### src/rtl/pm_ctl_pkg.sv
package pm_ctl_pkg;
    localparam int REG_W    = 16;
    localparam int STAT_BIT = 15;
    localparam int SCALE_LO = 13;
    localparam int SCALE_W  = 2;
    localparam int SEL_LO   = 9;
    localparam int SEL_W    = 4;
    localparam int EN_BIT   = 8;
    localparam int PWR_LO   = 0;
    localparam int PWR_W    = 2;
    localparam int RSV_LO   = PWR_LO + PWR_W;
    localparam int RSV_W    = EN_BIT - RSV_LO;

    typedef struct packed {
        logic             stat;
        logic             en;
        logic [SEL_W-1:0] sel;
        logic [PWR_W-1:0] pwr;
    } pm_fields_t;

    typedef struct packed {
        logic pend;
        logic sup;
    } pm_defer_t;
endpackage

### src/rtl/pm_defer_clr.sv
module pm_defer_clr
    import pm_ctl_pkg::*;
(
    input  logic clk,
    input  logic por_n,
    input  logic hard_rst,
    input  logic load_done,
    input  logic load_d3c,
    input  logic vaux_ok,
    output logic clr_now,
    output logic d3c_ok
);
    pm_defer_t st_d, st_q;

    always_comb begin
        st_d = st_q;
        if (load_done) begin
            st_d.sup  = load_d3c;
            st_d.pend = 1'b0;
        end
        if (hard_rst) begin
            st_d.pend = 1'b1;
        end
    end

    always_ff @(posedge clk or negedge por_n) begin
        if (!por_n) st_q <= '0;
        else        st_q <= st_d;
    end

    assign clr_now = load_done & st_q.pend & ~(load_d3c & vaux_ok);
    assign d3c_ok  = st_q.sup & vaux_ok;

    p_latch_sup_r11: assert property (@(posedge clk) disable iff (!por_n)
        load_done |=> (st_q.sup == $past(load_d3c)));
    p_pend_set_r8: assert property (@(posedge clk) disable iff (!por_n)
        hard_rst |=> st_q.pend);
    p_pend_gone_r10: assert property (@(posedge clk) disable iff (!por_n)
        (load_done && !hard_rst) |=> !st_q.pend);
endmodule

### src/rtl/pm_field_regs.sv
module pm_field_regs
    import pm_ctl_pkg::*;
(
    input  logic             clk,
    input  logic             por_n,
    input  logic             wake,
    input  logic             wr_en,
    input  logic [REG_W-1:0] wr_data,
    input  logic             hard_rst,
    input  logic             clr_now,
    output pm_fields_t       fld_q
);
    pm_fields_t fld_d;

    always_comb begin
        fld_d = fld_q;
        if (wr_en) begin
            fld_d.en  = wr_data[EN_BIT];
            fld_d.sel = wr_data[SEL_LO +: SEL_W];
            fld_d.pwr = wr_data[PWR_LO +: PWR_W];
            if (wr_data[STAT_BIT]) fld_d.stat = 1'b0;
        end
        if (wake)     fld_d.stat = 1'b1;
        if (hard_rst) fld_d.pwr  = '0;
        if (clr_now) begin
            fld_d.stat = 1'b0;
            fld_d.en   = 1'b0;
        end
    end

    always_ff @(posedge clk or negedge por_n) begin
        if (!por_n) fld_q <= '0;
        else        fld_q <= fld_d;
    end

    p_wake_sets_r2: assert property (@(posedge clk) disable iff (!por_n)
        (wake && !clr_now) |=> fld_q.stat);
    p_w1c_r3: assert property (@(posedge clk) disable iff (!por_n)
        (wr_en && wr_data[STAT_BIT] && !wake && !clr_now) |=> !fld_q.stat);
    p_w0_keep_r3: assert property (@(posedge clk) disable iff (!por_n)
        (!(wr_en && wr_data[STAT_BIT]) && !wake && !clr_now) |=> $stable(fld_q.stat));
    p_hr_pwr_r7: assert property (@(posedge clk) disable iff (!por_n)
        hard_rst |=> (fld_q.pwr == '0));
    p_hr_sel_r7: assert property (@(posedge clk) disable iff (!por_n)
        (hard_rst && !wr_en) |=> $stable(fld_q.sel));
    p_clr_wins_r12: assert property (@(posedge clk) disable iff (!por_n)
        clr_now |=> (!fld_q.stat && !fld_q.en));
endmodule

### src/rtl/pm_ctl_stat.sv
module pm_ctl_stat
    import pm_ctl_pkg::*;
(
    input  logic                clk,
    input  logic                por_n,
    input  logic                hard_rst,
    input  logic                wr_en,
    input  logic [REG_W-1:0]    wr_data,
    input  logic                wake_evt,
    input  logic                load_done,
    input  logic                load_d3c,
    input  logic                vaux_ok,
    input  logic [SCALE_W-1:0]  data_scale,
    output logic [REG_W-1:0]    rd_data,
    output logic                pme_n,
    output logic [PWR_W-1:0]    pwr_state,
    output logic                d3c_ok
);
    logic       clr_now;
    pm_fields_t fld_q;

    pm_defer_clr u_defer (
        .clk       (clk),
        .por_n     (por_n),
        .hard_rst  (hard_rst),
        .load_done (load_done),
        .load_d3c  (load_d3c),
        .vaux_ok   (vaux_ok),
        .clr_now   (clr_now),
        .d3c_ok    (d3c_ok)
    );

    pm_field_regs u_fields (
        .clk      (clk),
        .por_n    (por_n),
        .wake     (wake_evt),
        .wr_en    (wr_en),
        .wr_data  (wr_data),
        .hard_rst (hard_rst),
        .clr_now  (clr_now),
        .fld_q    (fld_q)
    );

    always_comb begin
        rd_data                          = '0;
        rd_data[STAT_BIT]                = fld_q.stat;
        rd_data[SCALE_LO +: SCALE_W]     = data_scale;
        rd_data[SEL_LO +: SEL_W]         = fld_q.sel;
        rd_data[EN_BIT]                  = fld_q.en;
        rd_data[PWR_LO +: PWR_W]         = fld_q.pwr;
    end

    assign pme_n     = ~(fld_q.stat & fld_q.en);
    assign pwr_state = fld_q.pwr;

    p_en_follows_r6: assert property (@(posedge clk) disable iff (!por_n)
        (wr_en && !load_done) |=> (rd_data[EN_BIT] == $past(wr_data[EN_BIT])));
    p_pin_idle_r5: assert property (@(posedge clk) disable iff (!por_n)
        (!wr_en && !load_done) |=> (pme_n || $past(!pme_n) || $past(wake_evt)));
endmodule

### config.mk
export PLATFORM = sky130hd
export DESIGN_NAME = pm_ctl_stat
export DESIGN_NICKNAME = d
export VERILOG_FILES = /design/src/rtl/pm_ctl_pkg.sv /design/src/rtl/pm_defer_clr.sv /design/src/rtl/pm_field_regs.sv /design/src/rtl/pm_ctl_stat.sv
export SDC_FILE = /design/constraint.sdc
export NUM_CORES = 1
export LEC_CHECK = 0
export BUFFER_PORTS_ARGS = -buffer_cell sky130_fd_sc_hd__clkbuf_2
export CORE_UTILIZATION = 38
export DETAILED_ROUTE_END_ITERATION = 12
export GPL_TIMING_DRIVEN = 0
export PLACE_DENSITY = 0.93
export SYNTH_ARGS = -nofsm -noshare
export SYNTH_HDL_FRONTEND = slang
export SYNTH_SLANG_ARGS = --single-unit
### constraint.sdc
create_clock -name clk -period 2.1 [get_ports clk]
set_input_delay 0.315 -clock clk [delete_from_list [all_inputs] [get_ports clk]]
set_output_delay 0.315 -clock clk [all_outputs]
set_load 0.02 [all_outputs]
==> flow_summary_export.csv, run 1 <==
group,metric,value,unit
status,run_status,"finished, final reports clean",
pwr,vdd_ir_drop_max,0.378,mV
timing,setup_total_negative_slack,0,ns
pwr,power_density_of_the_placed_cells,707,nW/µm²
layout,layout.cells.most_common_list,"clkbuf_2 (28), buf_4 (10), dfrtp_1 (10)",
grt,maximum_number_of_pins_on_one_net_before_global_route_repair,11,
logic_synthesis,synth_top_cells_by_area,"dfrtp_1 (49%), buf_4 (15%), mux2_4 (12%)",
grt,vias_in_the_first_global_route,327,
worst_setup_path,timing.critical_path.arrival,0.93,ns
logic_synthesis,ys_ff_latch,10,
floorplanning,initial_utilization,43.6,%
clock_tree,setup_fix_bufs_post_cts,0,
route,dr.first_iter.drc_count,5,
timing,report.final.setup_viol,0,
timing,skew,0.000384,ns
layout,layout_commonest_cell,"clkbuf_2",
logic_synthesis,syn_area,510,µm²
clock_tree,root_buffer,"clkbuf_4",
route,ant_nets,0,
route,drt_pre_antenna_iters,4,
timing,max_freq,0.804,GHz
logic_synthesis,syn-mean-instance-area,12.5,µm²
worst_setup_path,timing.setup.critical_path_class,"reg -> out",
clock_tree,clock-sinks,10,
floorplanning,die_ar,1490,µm²
logic_synthesis,netlist-cell-type-count,15,
worst_setup_path,critical_path.max_stage_delay,0.40,ns
timing,final_period_demand_of_the_worst_path,1.24,ns
clock_tree,cts.reportedPaths.clkPinSlew,0.06,ns
place,port_buffers,28,
timing,rsz0062_at_grt,"no",
worst_setup_path,worstPathCellList,"buf_4 -> clkbuf_2",
clock_tree,cts-hold-fix-buffers,1,
floorplanning,core_region_area,1170,µm²
job,maxCapViolations,0,
grt,globalRoute.totalOverflow,0,
hold_path,worst_hold_class,"in -> reg",
worst_setup_path,critPathMaxFanout,3,
worst_setup_path,slowest_stage,"dfrtp_1",
layout,synthToLayoutAreaGrowth,43.6,%
floorplanning,floorplan.die.width,38.7,µm
layout,nets,106,
layout,post-route-cell-area,733,µm²
timing,report.final.slew_viol_count,0,
floorplanning,rows,12,
floorplanning,die_h,38.7,µm
place,place.gp.congestion,0.680,
clock_tree,h_tree_levels,1,
timing,final_hold_viol_count,0,
route,route.detailed.drc,0,
floorplanning,ios,46,
worst_setup_path,worstPathRequired,1.78,ns
worst_setup_path,start_kind,"register",
logic_synthesis,yosysSeqAreaShare,49.0,%
worst_setup_path,worst_setup_path_end_kind,"output port",
layout,n_antenna_cell,0,
clock_tree,cts_resized,0,
logic_synthesis,synthDominantCellAreaShare,49.0,%
worst_setup_path,critical_path.n_buffers_inverters,2,
timing,post-route-period-util,59.2,%
route,route.detailed.vias_per_inst,4.28,
clock_tree,cts-buffers-inserted,3,
grt,antenna_found_initial,0,
layout,n_fill_cell,111,
logic_synthesis,synthDominantAreaCellType,"dfrtp_1",
worst_setup_path,path_delay_family,"flip-flops",
clock_tree,clock_path_buffers,2,
route,post_drt_wl_per_cell,10.4,µm
pwr,p_total,518,µW
layout,share_of_post_route_cells_with_drive_strength_above_1,60.8,%
timing,worst_slack,0.856,ns
pwr,power.static_leakage,0.000433,µW
grt,grt_usage,14.6,%
logic_synthesis,syn_inst,41,
place,placed_area,687,µm²
place,placement.setup.worst_slack,1.11,ns
clock_tree,tritoncts,"yes",
route,wirelength,965,µm
route,vias,398,
clock_tree,clkLatencyLatePin,0.26,ns
grt,global_route_wire_length_before_repair,1340,µm
logic_synthesis,yosys_warnings,0,
[registers in the layout, indices dropped and copies added, names as in the netlist]
register	cells
u_defer.st_q	2
u_fields.fld_q	8
[layout make-up]
class / instances / area, µm² / share of cell area (%)
plain buffers: 11 / 86.3 / 11.8
multi-input cells: 23 / 185 / 25.3
clock buffers: 4 / 36.3 / 4.95
well taps: 14 / 17.5 / 2.39
flip-flops and latches: 10 / 250 / 34.1
repair buffers: 29 / 150 / 20.5
inverters: 2 / 7.51 / 1.02
[power by group]
part | total (µW) | internal, µW | switching, µW
combinational | 130 | 61.1 | 69.3
clock | 168 | 105 | 62.6
sequential | 220 | 210 | 10.1
[cells by family (layout without fill, tap and decap cells)]
| family | after synthesis | in the layout | synth area share, % |
|---|---|---|---|
| flip-flops | 10 | 10 | 49.0 |
| multiplexers | 8 | 8 | 19.9 |
| buffers and inverters | 13 | 46 | 18.4 |
| AND/OR/NAND/NOR | 5 | 5 | 4.17 |
| AO/OA/AOI/OAI | 4 | 4 | 7.85 |
| other | 1 | 6 | 0.735 |
[path summary, 6_finish.rpt]
kind                       slack [ns]              start                 to  cells past startpoint
min in group asynchronous        0.48              por_n  u_fields.fld_q[2]                      2
min                              0.24           hard_rst  u_fields.fld_q[1]                      2
max in group asynchronous        1.42              por_n  u_fields.fld_q[3]                      2
max                              0.86  u_fields.fld_q[0]         rd_data[0]                      2
max reg2reg                      1.27  u_fields.fld_q[7]  u_fields.fld_q[7]                      2
min reg2reg                      0.48    u_defer.st_q[0]    u_defer.st_q[0]                      1
[metal layers]
layer | global-route usage [%] | wire length (µm)
met1 | 16.5 | 414
met2 | 20.8 | 456
met5 | 0 | 0
met3 | 7.51 | 94
met4 | 10.3 | 0
[through the flow]
stage	util (%)	std cells	hold slack, ns
after global routing	62.6	93	0.232
final	62.6	93	0.241
after detailed placement	58.7	88	0.190
after CTS	62.6	93	0.232
after global placement	58.7	88	0.184
after floorplan	-	46	0.0194
[cell usage after synthesis]
master and count:
and2_1 1, inv_1 2, a21bo_1 1, a21o_1 1, a32oi_2 1, dfrtp_1 10, nand2_1 2, mux2i_1 3
mux2_1 1, buf_4 10, conb_1 1, mux2_4 4, nor2_1 2, a31oi_1 1, buf_6 1
Note: power is estimated with default switching activity, not from simulation.
==> run 2, diff against run 1 <==
CORE_UTILIZATION = 35   (was 38)
PLACE_DENSITY = 0.88   (was 0.93)
clock period = 1.2 ns   (was 2.1 ns; I/O delays follow)
==> flow_summary_export.csv, run 2 (synthesis results as in run 1) <==
group,metric,value,unit
floorplanning,die_ar,1620,µm²
layout,finish.cell_count_without_fillers,93,
hold_path,worst_hold_class,"in -> reg",
timing,final_hold_viol_count,0,
route,dr.first_iter.drc_count,3,
timing,rsz0062_at_grt,"no",
clock_tree,setup_fix_bufs_post_cts,0,
floorplanning,die_h,40.2,µm
worst_setup_path,rrSetupSlack,0.41,ns
layout,top_register,"u_fields.fld_q",
grt,antenna_found_initial,0,
timing,skew,0.00664,ns
job,maxCapViolations,0,
timing,report.final.slew_viol_count,0,
route,vias,398,
worst_setup_path,timing.setup.critical_path_class,"reg -> out",
route,met2_length,460,µm
layout,layout_commonest_cell,"clkbuf_2",
worst_setup_path,r2r_cells,2,
place,dpl.cell_count,89,
worst_setup_path,timing.critical_path.arrival,0.94,ns
status,run_status,"finished, final reports clean",
worst_setup_path,endpoint_of_the_most_critical_setup_path,"d3c_ok",
timing,worst_slack,0.0786,ns
route,wirelength,977,µm
grt,grt_usage,13.1,%
route,highest_layer,"met4",
place,port_buffers,28,
grt,globalRoute.totalOverflow,0,
worst_setup_path,critPathMaxFanout,2,
layout,n_fill_cell,133,
floorplanning,rows,13,
timing,report.final.setup_viol,0,
floorplanning,ios,46,
floorplanning,core_region_area,1330,µm²
grt,vias_in_the_first_global_route,342,
clock_tree,tritoncts,"yes",
layout,share_of_post_route_cells_with_drive_strength_above_1,60.3,%
pwr,power_density_of_the_placed_cells,1170,nW/µm²
route,route.detailed.drc,0,
timing,max_freq,0.892,GHz
worst_setup_path,critPathLaunch,"u_defer.st_q[0]",
worst_setup_path,timing.rr.start,"u_fields.fld_q[7]",
layout,synthToLayoutAreaGrowth,41.2,%
layout,multi_input_area,185,µm²
clock_tree,root_buffer,"clkbuf_4",
timing,final.hold.worst_slack,0.0899,ns
clock_tree,clock_path_buffers,2,
grt,maximum_number_of_pins_on_one_net_before_global_route_repair,11,
layout,largest_register_ffs,8,
clock_tree,clock-sinks,10,
layout,seqCellArea,250,µm²
clock_tree,clkLatencyLatePin,0.27,ns
route,route.detailed.vias_per_inst,4.28,
route,dr_wl_met3,98,µm
grt,global_route_wire_length_before_repair,1300,µm
pwr,power.static_leakage,0.000426,µW
floorplanning,floorplan.die.width,40.2,µm
timing,setup_total_negative_slack,0,ns
worst_setup_path,worstPathRequired,1.02,ns
worst_setup_path,start_kind,"register",
timing,post-route-period-util,93.4,%
timing,final_period_demand_of_the_worst_path,1.12,ns
place,placement.setup.worst_slack,0.368,ns
pwr,vdd_ir_drop_max,0.532,mV
floorplanning,initial_utilization,38.3,%
layout,layout.cells.most_common_list,"clkbuf_2 (28), buf_4 (10), dfrtp_1 (10)",
route,drt_pre_antenna_iters,2,
clock_tree,cts.reportedPaths.clkPinSlew,0.07,ns
clock_tree,h_tree_levels,1,
clock_tree,cts-buffers-inserted,3,
layout,n_antenna_cell,0,
worst_setup_path,worst_setup_path_end_kind,"output port",
layout,nets,106,
hold_path,hold_path_start,"hard_rst",
route,post_drt_wl_per_cell,10.5,µm
route,ant_nets,0,
layout,top_regs,"u_fields.fld_q: 8 flops, u_defer.st_q: 2 flops",
worst_setup_path,worstReg2RegEnd,"u_fields.fld_q[7]",
route,met1_layer_wirelength_in_the_final_routing,395,µm
place,place.gp.congestion,0.691,
## run 2: area by class of cell
cell class	instances	area share [%]
clock buffer	3	3.13
timing repair buffer	29	20.8
multi-input combinational	23	25.7
sequential	10	34.7
buffer	11	12.0
inverter	2	1.04
tap	15	2.60
## run 2: how the worst min path moves through the flow
stage / end / slack, ns / cells past startpoint
2_1_floorplan: u_defer.st_q[0] / -0.12 / 0
3_3_place_gp: u_fields.fld_q[2] / 0.05 / 1
3_5_place_dp: u_fields.fld_q[5] / 0.06 / 1
4_1_cts: u_fields.fld_q[0] / 0.09 / 2
5_1_grt: u_fields.fld_q[0] / 0.1 / 2
6_report: u_fields.fld_q[0] / 0.09 / 2
## run 2: critical path, cell delays in order (launching register included)
cell	delay (ns)
dfrtp_1	0.38
and2_1	0.15
clkbuf_2	0.15
## run 2: power by group
part           switching [µW]  internal [µW]
sequential               19.3            367
clock                     115            116
combinational             119            107
## run 2: per-stage QoR
stage | cell area, µm² | utilization, % | total power (µW)
finish | 721 | 54.0 | 843
global route | 721 | 54.0 | 891
CTS | 721 | 54.0 | 854
detailed placement | 688 | 51.6 | 618
global placement | 688 | 51.6 | 611
floorplan | 529 | - | 540
## run 2: routing by layer
layer  track usage, %  up-vias
met5                0        -
met1             12.8      175
met3             6.67        2
met4             10.0        0
li1                 -      195
met2             21.0       26
## run 2: repair_timing
item                      4_1_cts  5_1_grt
resized for setup               0        0
hold buffers                    1        0
hold endpoints to repair       10        0
==> run 3, diff against run 2 <==
BUFFER_PORTS_ARGS = not set   (was -buffer_cell sky130_fd_sc_hd__clkbuf_2)
CORE_AREA = 2 2 39 41   (was not set)
CORE_UTILIZATION = not set   (was 35)
DIE_AREA = 0 0 41 43   (was not set)
DONT_BUFFER_PORTS = 1   (was not set)
PLACE_DENSITY = 0.65   (was 0.88)
==> flow_summary_export.csv, run 3 (synthesis results as in run 1) <==
group,metric,value,unit
status,run_status,"finished, final reports clean",
layout,n_antenna_cell,0,
timing,skew,0.000146,ns
worst_setup_path,worst_setup_path_end_kind,"output port",
layout,synthToLayoutAreaGrowth,15.9,%
floorplanning,die_ar,1760,µm²
grt,antenna_found_initial,0,
place,port_buffers,0,
timing,max_freq,0.896,GHz
worst_setup_path,rrSetupSlack,0.26,ns
clock_tree,root_buffer,"clkbuf_4",
place,place.gp.congestion,0.651,
job,maxCapViolations,0,
worst_setup_path,worstReg2RegEnd,"u_fields.fld_q[7]",
clock_tree,tritoncts,"yes",
layout,top_register,"u_fields.fld_q",
clock_tree,cts.reportedPaths.clkPinSlew,0.06,ns
grt,vias_in_the_first_global_route,232,
route,dr.first_iter.drc_count,1,
worst_setup_path,slowest_stage,"dfrtp_1",
pwr,vdd_ir_drop_max,0.526,mV
clock_tree,cts-buffers-inserted,3,
worst_setup_path,endpoint_of_the_most_critical_setup_path,"pme_n",
clock_tree,clock_path_buffers,2,
worst_setup_path,timing.rr.start,"u_fields.fld_q[7]",
layout,top_regs,"u_fields.fld_q: 8 flops, u_defer.st_q: 2 flops",
timing,post-route-period-util,93.0,%
layout,nets,79,
worst_setup_path,critical_path.max_stage_delay,0.46,ns
timing,report.final.setup_viol,0,
floorplanning,initial_utilization,36.9,%
worst_setup_path,cp_num_cells,1,
pwr,power_density_of_the_placed_cells,1290,nW/µm²
worst_setup_path,r2r_cells,2,
route,drt_pre_antenna_iters,3,
grt,maximum_number_of_pins_on_one_net_before_global_route_repair,11,
place,placement.setup.worst_slack,0.270,ns
clock_tree,clkLatencyLatePin,0.25,ns
layout,largest_register_ffs,8,
route,post_drt_wl_per_cell,12.0,µm
timing,report.final.slew_viol_count,0,
floorplanning,floorplan.die.width,41,µm
worst_setup_path,critical_path.n_buffers_inverters,0,
floorplanning,die_h,43,µm
clock_tree,h_tree_levels,1,
route,ant_nets,0,
grt,globalRoute.totalOverflow,0,
route,wirelength,805,µm
grt,global_route_wire_length_before_repair,959,µm
timing,setup_total_negative_slack,0,ns
worst_setup_path,critPathMaxFanout,3,
worst_setup_path,worstPathRequired,1.02,ns
floorplanning,core_region_area,1380,µm²
place,post-dp-hpwl,641,µm
timing,final_period_demand_of_the_worst_path,1.12,ns
timing,final.hold.worst_slack,0.0196,ns
pwr,power.static_leakage,0.000312,µW
layout,layout.cells.most_common_list,"buf_4 (10), dfrtp_1 (10), conb_1 (6)",
worst_setup_path,timing.critical_path.arrival,0.94,ns
route,route.detailed.drc,0,
layout,share_of_post_route_cells_with_drive_strength_above_1,37.3,%
route,route.detailed.vias_per_inst,4.37,
timing,final_hold_viol_count,0,
clock_tree,clock-sinks,10,
worst_setup_path,start_kind,"register",
clock_tree,setup_fix_bufs_post_cts,0,
hold_path,whs_path_depth,1,
worst_setup_path,timing.setup.critical_path_class,"reg -> out",
floorplanning,ios,46,
worst_setup_path,path_delay_family,"flip-flops",
timing,rsz0062_at_grt,"no",
grt,grt_usage,8.81,%
worst_setup_path,critPathLaunch,"u_fields.fld_q[7]",
route,vias,293,
floorplanning,rows,14,
timing,worst_slack,0.0836,ns
hold_path,worst_hold_class,"in -> reg",
worst_setup_path,worstPathCellList,"nand2_1",
layout,final_util,42.8,%
run 3: cell types whose count changed in the layout (fill, tap and decap cells not counted), sizes merged:
cell and change:
dlygate4sd3 +1, clkbuf -28
run 3: how the worst min path moves through the flow:
stage                   start           endpoint  slack (ns)
global route         hard_rst    u_defer.st_q[1]       0.006
detailed placement      por_n  u_fields.fld_q[2]       -0.12
CTS                 load_done  u_fields.fld_q[6]        0.01
floorplan               por_n    u_defer.st_q[0]       -0.12
global placement        por_n  u_fields.fld_q[2]       -0.12
finish              load_done  u_fields.fld_q[6]        0.02
run 3: area by class of cell:
type                            count  area [µm²]
Buffer                             11        86.3
Tap cell                           16        20.0
Timing Repair Buffer                2        20.0
Sequential cell                    10         250
Multi-Input combinational cell     23         185
Fill cell                         146         792
Inverter                            2        7.51
Clock buffer                        3        22.5
run 3: through the flow:
stage,power [µW],instance area [µm²],instances
finish,765,592,67
global route,814,592,67
CTS,783,592,67
detailed placement,552,549,62
global placement,551,549,62
floorplan,540,529,46
run 3: timing repair:
item,in CTS,in global routing
hold buffers,2,0
gates resized for setup,0,0
hold endpoints to repair,12,0
run 3: power by group:
part / internal [µW] / total (µW) / switching, µW
Combinational: 69.5 / 137 / 67.1
Clock: 115 / 208 / 93.5
Sequential: 368 / 420 / 52.9
Total: 552 / 765 / 214
run 3: routing by layer:
metal | share of wire (%) | global-route usage, %
met1 | 41 | 9.24
met2 | 44 | 11.6
met3 | 15 | 6.81
met4 | 0 | 6.00
met5 | 0 | 0
